## src/rtl/crx_pkg.sv

```systemverilog
// Package: crx_pkg
// Shared types for the clock recovery block: the output arrangement select.
// Assumes nothing beyond a 2-bit mode input.
package crx_pkg;

    typedef enum logic [1:0] {
        CRX_DUAL     = 2'b00,
        CRX_MERGED   = 2'b01,
        CRX_HOST     = 2'b10,
        CRX_DUAL_ALT = 2'b11
    } crx_mode_e;

endpackage

```

## src/rtl/crx_phase_ctr.sv

```systemverilog
// Module: crx_phase_ctr
// Free-running modulo-NPH tick counter that marks the position inside a
// nominal bit period. Assumes clk runs at NPH ticks per bit.
module crx_phase_ctr #(
    parameter int NPH = 13,
    parameter int PW  = $clog2(NPH)
) (
    input  logic          clk,
    input  logic          rst_n,
    output logic [PW-1:0] phase_o
);

    localparam logic [PW-1:0] LAST = PW'(NPH - 1);

    // Step the tick position, wrapping at the end of the bit period.
    always_ff @(posedge clk) begin
        if (!rst_n) begin
            phase_o <= '0;
        end else if (phase_o == LAST) begin
            phase_o <= '0;
        end else begin
            phase_o <= phase_o + 1'b1;
        end
    end

endmodule

```

## src/rtl/crx_phase_pick.sv

```systemverilog
// Module: crx_phase_pick
// Detects rising pulse edges on either rail, measures how far each edge
// sits from where it was expected, and re-picks the sample tick when the
// distance exceeds DEADBAND. A correction waits for the next sample tick.
// Assumes the rails are already synchronous to clk.
module crx_phase_pick #(
    parameter int NPH      = 13,
    parameter int PW       = $clog2(NPH),
    parameter int DEADBAND = 1
) (
    input  logic          clk,
    input  logic          rst_n,
    input  logic          pos_i,
    input  logic          neg_i,
    input  logic [PW-1:0] phase_i,
    output logic [PW-1:0] samp_o,
    output logic          pend_o,
    output logic          tick_o
);

    localparam int HALF = NPH / 2;

    logic          pos_d;
    logic          neg_d;
    logic          edge_hit;
    logic          far;
    logic [PW-1:0] tgt;
    logic [PW-1:0] pend_ph;
    int            ph_n;
    int            sp_n;
    int            exp_n;
    int            diff_n;
    int            dev_n;

    // Sample tick is reached when the counter equals the chosen phase.
    assign tick_o = (phase_i == samp_o);

    // Edge detection and signed distance from the expected edge tick.
    always_comb begin
        ph_n     = int'(phase_i);
        sp_n     = int'(samp_o);
        exp_n    = (sp_n + NPH - HALF) % NPH;
        diff_n   = (ph_n + NPH - exp_n) % NPH;
        dev_n    = (diff_n > HALF) ? (diff_n - NPH) : diff_n;
        edge_hit = (pos_i && !pos_d) || (neg_i && !neg_d);
        far      = edge_hit && ((dev_n > DEADBAND) || (dev_n < -DEADBAND));
        tgt      = PW'((ph_n + HALF) % NPH);
    end

    // Hold rail history, record corrections and apply them on a sample tick.
    always_ff @(posedge clk) begin
        if (!rst_n) begin
            pos_d   <= 1'b0;
            neg_d   <= 1'b0;
            samp_o  <= PW'(HALF);
            pend_o  <= 1'b0;
            pend_ph <= '0;
        end else begin
            pos_d <= pos_i;
            neg_d <= neg_i;
            if (tick_o && pend_o) begin
                samp_o <= pend_ph;
            end
            if (far) begin
                pend_o  <= 1'b1;
                pend_ph <= tgt;
            end else if (tick_o) begin
                pend_o <= 1'b0;
            end
        end
    end

endmodule

```

## src/rtl/crx_slot_capture.sv

```systemverilog
// Module: crx_slot_capture
// Collects, per rail, whether any pulse was present during the current bit
// slot and transfers that to the outputs on the sample tick. Also flags a
// slot in which every rail pulsed. Assumes tick_i is high for one clock per slot.
module crx_slot_capture #(
    parameter int NRAIL = 2
) (
    input  logic             clk,
    input  logic             rst_n,
    input  logic             tick_i,
    input  logic [NRAIL-1:0] rail_i,
    output logic [NRAIL-1:0] rail_o,
    output logic             bpv_o
);

    logic [NRAIL-1:0] seen_q;
    logic [NRAIL-1:0] nxt;

    // Per-rail value the slot closes with: history plus the tick cycle itself.
    for (genvar g = 0; g < NRAIL; g++) begin : g_rail
        assign nxt[g] = seen_q[g] | rail_i[g];
    end

    // Accumulate within the slot, publish and clear on the sample tick.
    always_ff @(posedge clk) begin
        if (!rst_n) begin
            seen_q <= '0;
            rail_o <= '0;
            bpv_o  <= 1'b0;
        end else if (tick_i) begin
            rail_o <= nxt;
            bpv_o  <= &nxt;
            seen_q <= '0;
        end else begin
            seen_q <= nxt;
        end
    end

endmodule

```

## src/rtl/crx_clock_recovery.sv

```systemverilog
// Module: crx_clock_recovery
// Top level: tick counter, phase picker and slot capture, plus the output
// arrangement mux and recovered clock shaping. Assumes line_pos/line_neg
// are sliced, synchronous indications and clk is NPH times the bit rate.
module crx_clock_recovery
    import crx_pkg::*;
#(
    parameter int NPH      = 13,
    parameter int DEADBAND = 1
) (
    input  logic       clk,
    input  logic       rst_n,
    input  logic       line_pos,
    input  logic       line_neg,
    input  logic [1:0] mode_sel,
    input  logic       edge_sel,
    output logic       rec_clk,
    output logic       rx_pos,
    output logic       rx_neg,
    output logic       rx_data,
    output logic       rx_bpv
);

    localparam int PW   = $clog2(NPH);
    localparam int HALF = NPH / 2;

    logic [PW-1:0] phase_q;
    logic [PW-1:0] samp_q;
    logic          pend_q;
    logic          tick;
    logic [1:0]    cap_q;
    logic          bpv_q;
    logic          raw_clk;
    int            rel_n;
    crx_mode_e     mode;

    crx_phase_ctr #(.NPH(NPH), .PW(PW)) u_ctr (
        .clk     (clk),
        .rst_n   (rst_n),
        .phase_o (phase_q)
    );

    crx_phase_pick #(.NPH(NPH), .PW(PW), .DEADBAND(DEADBAND)) u_pick (
        .clk     (clk),
        .rst_n   (rst_n),
        .pos_i   (line_pos),
        .neg_i   (line_neg),
        .phase_i (phase_q),
        .samp_o  (samp_q),
        .pend_o  (pend_q),
        .tick_o  (tick)
    );

    crx_slot_capture #(.NRAIL(2)) u_cap (
        .clk    (clk),
        .rst_n  (rst_n),
        .tick_i (tick),
        .rail_i ({line_neg, line_pos}),
        .rail_o (cap_q),
        .bpv_o  (bpv_q)
    );

    assign mode   = crx_mode_e'(mode_sel);
    assign rx_bpv = bpv_q;

    // Clock is high for the first HALF+1 ticks counted from the sample tick.
    always_comb begin
        rel_n   = (int'(phase_q) + NPH - int'(samp_q)) % NPH;
        raw_clk = (rel_n <= HALF);
    end

    // Arrange the outputs and the clock polarity for the selected mode.
    always_comb begin
        rec_clk = raw_clk;
        rx_pos  = cap_q[0];
        rx_neg  = cap_q[1];
        rx_data = 1'b0;
        case (mode)
            CRX_MERGED: begin
                rx_pos  = 1'b0;
                rx_neg  = 1'b0;
                rx_data = cap_q[0] | cap_q[1];
            end
            CRX_HOST: begin
                rec_clk = edge_sel ? ~raw_clk : raw_clk;
            end
            default: begin
            end
        endcase
    end

endmodule

```

## config.mk

```make
export PLATFORM = sky130hd
export DESIGN_NAME = crx_clock_recovery
export DESIGN_NICKNAME = d
export VERILOG_FILES = /design/src/rtl/crx_pkg.sv /design/src/rtl/crx_phase_ctr.sv /design/src/rtl/crx_phase_pick.sv /design/src/rtl/crx_slot_capture.sv /design/src/rtl/crx_clock_recovery.sv
export SDC_FILE = /design/constraint.sdc
export NUM_CORES = 1
export LEC_CHECK = 0
export ABC_CLOCK_PERIOD_IN_PS = 14400
export BUFFER_PORTS_ARGS = -buffer_cell sky130_fd_sc_hd__buf_2
export CAP_MARGIN = 20
export CORE_MARGIN = 1.5
export CORE_UTILIZATION = 25
export CTS_CLUSTER_SIZE = 24
export DETAILED_ROUTE_END_ITERATION = 6
export HOLD_SLACK_MARGIN = 0.02
export PLACE_DENSITY = 0.42
export SYNTH_ARGS = -nofsm -noshare
export SYNTH_HDL_FRONTEND = slang
export SYNTH_SLANG_ARGS = --single-unit
```

## constraint.sdc

```tcl
create_clock -name clk -period 14.4 [get_ports clk]
set_input_delay 0.72 -clock clk [delete_from_list [all_inputs] [get_ports clk]]
set_output_delay 0.72 -clock clk [all_outputs]
set_load 0.02 [all_outputs]
```

After elaboration in Yosys (flattened, before gate mapping)
Cells that the tools add are included.

storage, ports and cells
  flip-flop bits (word level) = 20
  logic and storage cells = 54

operators by class
  $add $sub $neg = 8
  reduce and logical (&&, ||, !) cells = 12
  divide/modulo/power cells = 4
  mux-type cells = 8
  $lt $le $gt $ge = 4
  eq/ne operators = 4
  bitwise operators = 5

operator list
  cell                   count
  $mod 32x5->32 const B  4
  $gt 32x2->1 const B    1
  $gt 32x4->1 const B    1
  $le 32x4->1 const B    1
  $lt 32x1->1 const B    1
  $mux 32                1
  $sub 32x32->32         1
  $sub 32x4->32 const B  1
  $sub 32x5->32          1
  $sub 32x5->32 const B  1
  $add 4x4->5 const B    2
  $mux 1                 7
  $add 4x3->5 const B    1
  $add 4x1->4 const B    1
  $eq 4x4->1             1
  $eq 4x4->1 const B     1
  $logic_and 1x1->1      4
  $reduce_or 2->1        2
  $or 1x1->1             3
  $eq 2x1->1 const B     1
  $eq 2x2->1 const B     1
  $logic_not 1->1        2
  $logic_or 1x1->1       2
  $not 1->1              2
  other kinds (2)        2

Logic depth before layout (Yosys ltp)
  depth after elaboration = 11
  mapped depth = 75
  depth with buffers taken out = 68

Cells and area by module
A second synthesis with hierarchy kept.

second synthesis, totals
  cells, all modules = 887
  area total of the unflattened synthesis = 6526.3 um^2

modules (own cells, without submodules)
  module              cells each  area each (um^2)  seq. area each (um^2)  instances
  crx_phase_pick      692         5049.8            220.2                  1
  crx_clock_recovery  158         1129.8            0.0                    1
  crx_phase_ctr       19          180.2             80.1                   1
  crx_slot_capture    18          166.4             100.1                  1

Worst setup path after synthesis
OpenSTA, ideal clock, no wires.

  path kind = reg-to-reg
  start point = register u_pick.samp_o[1]
  end point = register u_pick.pend_ph[0]
  required time = 14.328 ns
  data arrival time = 14.931 ns
  setup time = 0.072 ns
  setup slack = -0.603 ns
  cell stages (with the launch flop) = 70
  cell sequence = dfxtp_1 > clkbuf_1 > inv_1 > ha_1 > inv_1 > ha_1 > nand3b_1 > nor2_2 > inv_1 > clkbuf_1 > ha_1 > clkbuf_1 > or2_2 > a2111oi_2 > nor2_2 > ha_1 > nor2_1 > nand3_2 > (+34 left out) > mux2_2 > a21oi_1 > o31a_1 > nor3_1 > nor2_1 > xnor2_1 > ha_1 > nand4_1 > o31a_1 > a211o_1 > or2_1 > buf_2 > o211ai_2 > mux2_4 > o41ai_4 > or2_1 > buf_6 > mux2i_1

on the way
  longest elaborated chain between the ends = 10
  elaborated cells on any way between the ends = 12
  those cells by class = 4 x add/sub; 2 x div; 3 x order compare; 1 x mux; 2 x reduce/logical

RTL lines
  item                                          line                  text
  start, declared                               crx_phase_pick.sv:16  output logic [PW-1:0] samp_o,
  start signal, assigned                        crx_phase_pick.sv:55  samp_o <= PW'(HALF);
  start signal, assigned                        crx_phase_pick.sv:62  samp_o <= pend_ph;
  $add 4x4->5 (*)                               crx_phase_pick.sv:42  exp_n = (sp_n + NPH - HALF) % NPH;
  $sub 32x4->32 (*)                             crx_phase_pick.sv:42
  $mod 32x5->32 (*)                             crx_phase_pick.sv:42
  $sub 32x32->32 (*)                            crx_phase_pick.sv:43  diff_n = (ph_n + NPH - exp_n) % NPH;
  $mod 32x5->32 (*)                             crx_phase_pick.sv:43
  $sub 32x5->32 or $gt 32x4->1 (tied branches)  crx_phase_pick.sv:44  dev_n = (diff_n > HALF) ? (diff_n - NPH) : diff_n;
  $mux 32 (*)                                   crx_phase_pick.sv:44
  $gt 32x2->1 or $lt 32x1->1 (tied branches)    crx_phase_pick.sv:46  far = edge_hit && ((dev_n > DEADBAND) || (dev_n < -DEADBAND));
  $logic_or 1x1->1 (*)                          crx_phase_pick.sv:46
  $logic_and 1x1->1 (*)                         crx_phase_pick.sv:46
  end signal, assigned                          crx_phase_pick.sv:66  pend_ph <= tgt;
  end, declared                                 crx_phase_pick.sv:28  logic [PW-1:0] pend_ph;

Every way passes the cells marked *; elsewhere a longest branch is shown, timed or not.
A chain may end at the register's enable or synchronous reset.

Final worst setup path
Same ends and word-level chain as after synthesis.

==> summary.md <==
| Metric | Value |
|---|---|
| CTS sink cnt | `20` |
| Synth Area in Simple Gates | `29.1%` |
| Post-Route WL | `roughly 19000 um` |
| Vias in the first global route | `6314` |
| Clock buffer count from CTS | `3` |
| Setup crit start | `u_pick.samp_o[1]$_SDFFE_PN1P_` |
| Portion of netlist area occupied by mux cells | `around 4.2%` |
| Initial Util | `25.3%` |
| Cell Area, Synth | `6330 um2` |
| Area grow syn2layout | `18.7%` |
| Worst-margin pin slew | `approximately 0.93 ns` |
| Family with the most delay on the worst path | `compound AO/OA/AOI/OAI gates` |
| Fin crit period | `13.54 ns` |
| GPL Wtd Cong | `0.830` |
| DP HPWL | `15000 um` |
| Post-synth top flop | `dfxtp_1` |
| Syn_nets | `945` |
| Sequential cell area | `about 400 um2` |
| EDFF count, synth | `0` |
| Drt pass-1 iters | `5` |
| Vias per cell | `around 5.2` |
| Post-placement cell count | `approximately 1200` |
| Max Clk Rate | `between 0.07 and 0.08 GHz` |
| Setup WS pre-CTS | `-0.266 ns` |
| Warnings from Yosys | `0` |
| TritonCTS clock tree | `built` |
| # setup viols final | `0` |
| Die height | `about 160 um` |
| Crit-path max FO | `6` |
| DR vias | `6573` |
| Adder-Cell Fraction of Synth Area | `10.3%` |
| Hold Fails Final Rpt | `0` |
| Congestion Overflow GR | `0` |
| Antenna diode count | `0` |
| Drt drc | `0` |
| Setup WS post-layout | `approximately 0.86 ns` |
| Cell count along the critical path | `63` |
| WP buf/inv | `6` |
| Routed WL per cell | `14.9 um` |
| Hold path depth | `2` |
| Area leader, netlist | `ha_1` |
| Footprint of the multi-input gates | `between 5000 and 6000 um2` |
| Seq cells post-synth | `20` |
| Critical path required time | `14.59 ns` |
| Worst Skew | `0.00332 ns` |
| Non-Filler Instances | `1261` |
| Slew Limit Fails | `0` |
| Largest net degree at the start of global routing | `15` |
| HP Class | `reg2reg` |
| Mapped Avg Cell Area | `7.14 um2` |
| H-tree lvl count | `1` |
| Share of layout cells above drive strength 1 | `19.1%` |
| Initial antenna violation count | `0` |
| Critical path endpoint category | `flip-flop` |
| Crit-path slowest cell | `or4_4` |
| Die width | `162 um` |
| Startpoint Class | `flip-flop` |
| First-pass GRT wire length | `about 32000 um` |
| CTS root buffer | `clkbuf_16` |
| Fillcell total | `2742` |
| Total Routing Usage GR | `around 14%` |
| ANT nets after route | `0` |
| IO Count | `12` |
| Synth top area share | `about a tenth` |
| Register area share after synthesis | `6.32%` |
| Layout Nets | `990` |
| Synth area leaders | `ha_1 (9.7%), dfxtp_1 (6.3%), xnor2_1 (6.1%)` |
| Status | `finished clean` |
| Clock Latency Late Sink | `0.25 ns` |
| Critical Path AT | `13.73 ns` |
| FP Rows | `58` |
| Port Buffer Count | `11` |
| Main combinational cell family by area after synthesis | `compound AO/OA/AOI/OAI gates` |
| Worst r2r src | `u_pick.samp_o[1]$_SDFFE_PN1P_` |
| Netlist cell types | `just over 100` |
| Die ar. | `26300 um2` |
| Synth Area in XOR/XNOR | `about a tenth` |
| Core ar. | `25000 um2` |
| Crit Path Category | `reg2reg` |
| Clock-pin slew on the worst setup and hold paths | `~0.06 ns` |
| Slew margin rel. | `37.7%` |
| Mapped Cells | `887` |
| Max-cap viol count | `0` |
| FFs w/ async S/R, synth | `0%` |
| Worst path max stage delay | `between 0.5 and 0.6 ns` |
| Clk buf depth | `2` |
| Crit path top cell by count | `ha_1` |
| Hold path start | `u_pick.pend_ph[0]$_SDFFE_PN0P_` |
| Period utilisation layout | `94.0%` |
| DR iter-0 viols | `433` |
| Post-synthesis compound-gate area fraction | `34.6%` |
| Post-cts hold buffer count | `0` |
| Most frequent cells in the layout | `nor2_1 (82), nand2_1 (82), buf_4 (58)` |
| R2R depth | `63` |
worst paths after layout:
kind,slack (ns),end
worst max-delay path,0.86,u_pick.pend_ph[0]$_SDFFE_PN0P_
worst min-delay path,0.47,u_pick.pend_ph[0]$_SDFFE_PN0P_
worst max register to register,0.86,u_pick.pend_ph[0]$_SDFFE_PN0P_
worst min register to register,0.47,u_pick.pend_ph[0]$_SDFFE_PN0P_
repair_timing:
action                     in CTS  in global routing
setup buffers                   2                 15
pin swaps                       2                 21
resized for setup               4                 37
hold endpoints to repair        0                  0
setup endpoints to repair       5                  5
sequential cells by signal (all words and copies together), names as in the netlist:
register and flops:
u_pick.samp_o 4, u_cap.rail_o 2, u_pick.pend_o 1, u_pick.neg_d 1
u_pick.pos_d 1, u_ctr.phase_o 4, u_cap.seen_q 2, u_cap.bpv_o 1
u_pick.pend_ph 4
cell type report:
type,instances,share of cell area (%)
Inverter,44,2.26
Timing Repair Buffer,70,6.59
Tap cell,330,5.49
Sequential cell,20,5.33
Multi-Input combinational cell,793,78.9
Clock inverter,1,0.399
Clock buffer,3,0.999
cell usage after synthesis (all sizes together), types with 5 or more instances:
library cell	count
dfxtp	20
nand2b	8
a31oi	12
and3	13
o21a	12
or3	10
inv	42
or2	12
nand3	38
nor4	14
nand4	10
a2bb2oi	5
nor2	89
mux2	7
clkbuf	22
and2	22
o211a	10
a22oi	7
a211oi	21
ha	49
nor3b	5
a21o	14
nand2	83
a21oi	61
mux2i	18
xnor2	46
buf	8
o21ai	46
o22ai	6
nor3	30
xor2	26
o31ai	11
a221oi	6
o211ai	21
metrics by stage:
step | util, % | hold WS, ns | area, um2 | setup TNS [ns]
global route | 30.0 | 0.503 | 7520 | -0.268
global placement | 28.2 | 0.453 | 7070 | -0.129
floorplan | - | 0.432 | 6430 | 0
detailed placement | 28.2 | 0.463 | 7070 | -1.12
finish | 30.0 | 0.475 | 7520 | 0
CTS | 28.8 | 0.471 | 7210 | 0
tightest hold or removal path, stage by stage, from the launching register on:
cell     delay [ns]
dfxtp_1        0.32
nand2_1        0.06
mux2i_1        0.05
metal layers:
layer | vias to the layer above | track usage (%) | wire [um]
li1 | 3421 | - | -
met1 | 3038 | 19.7 | 9590
met2 | 96 | 24.1 | 8620
met3 | 18 | 0.332 | 315
met4 | 0 | 2.54 | 205
met5 | - | 0 | 0
cells by family (layout without fill, tap and decap cells):
kind of cell	count (synthesis)	after routing
muxes	25	25
buffers and inverters	74	118
and+or+nand+nor	358	358
DFF	20	20
AOI/OAI and AO/OA	286	286
xor gates and xnor gates	73	73
adders and majority gates	51	51
Power is left out: the tool's default activity adds up to more than one toggle a clock period on the data nets, which glitch-free logic cannot reach.
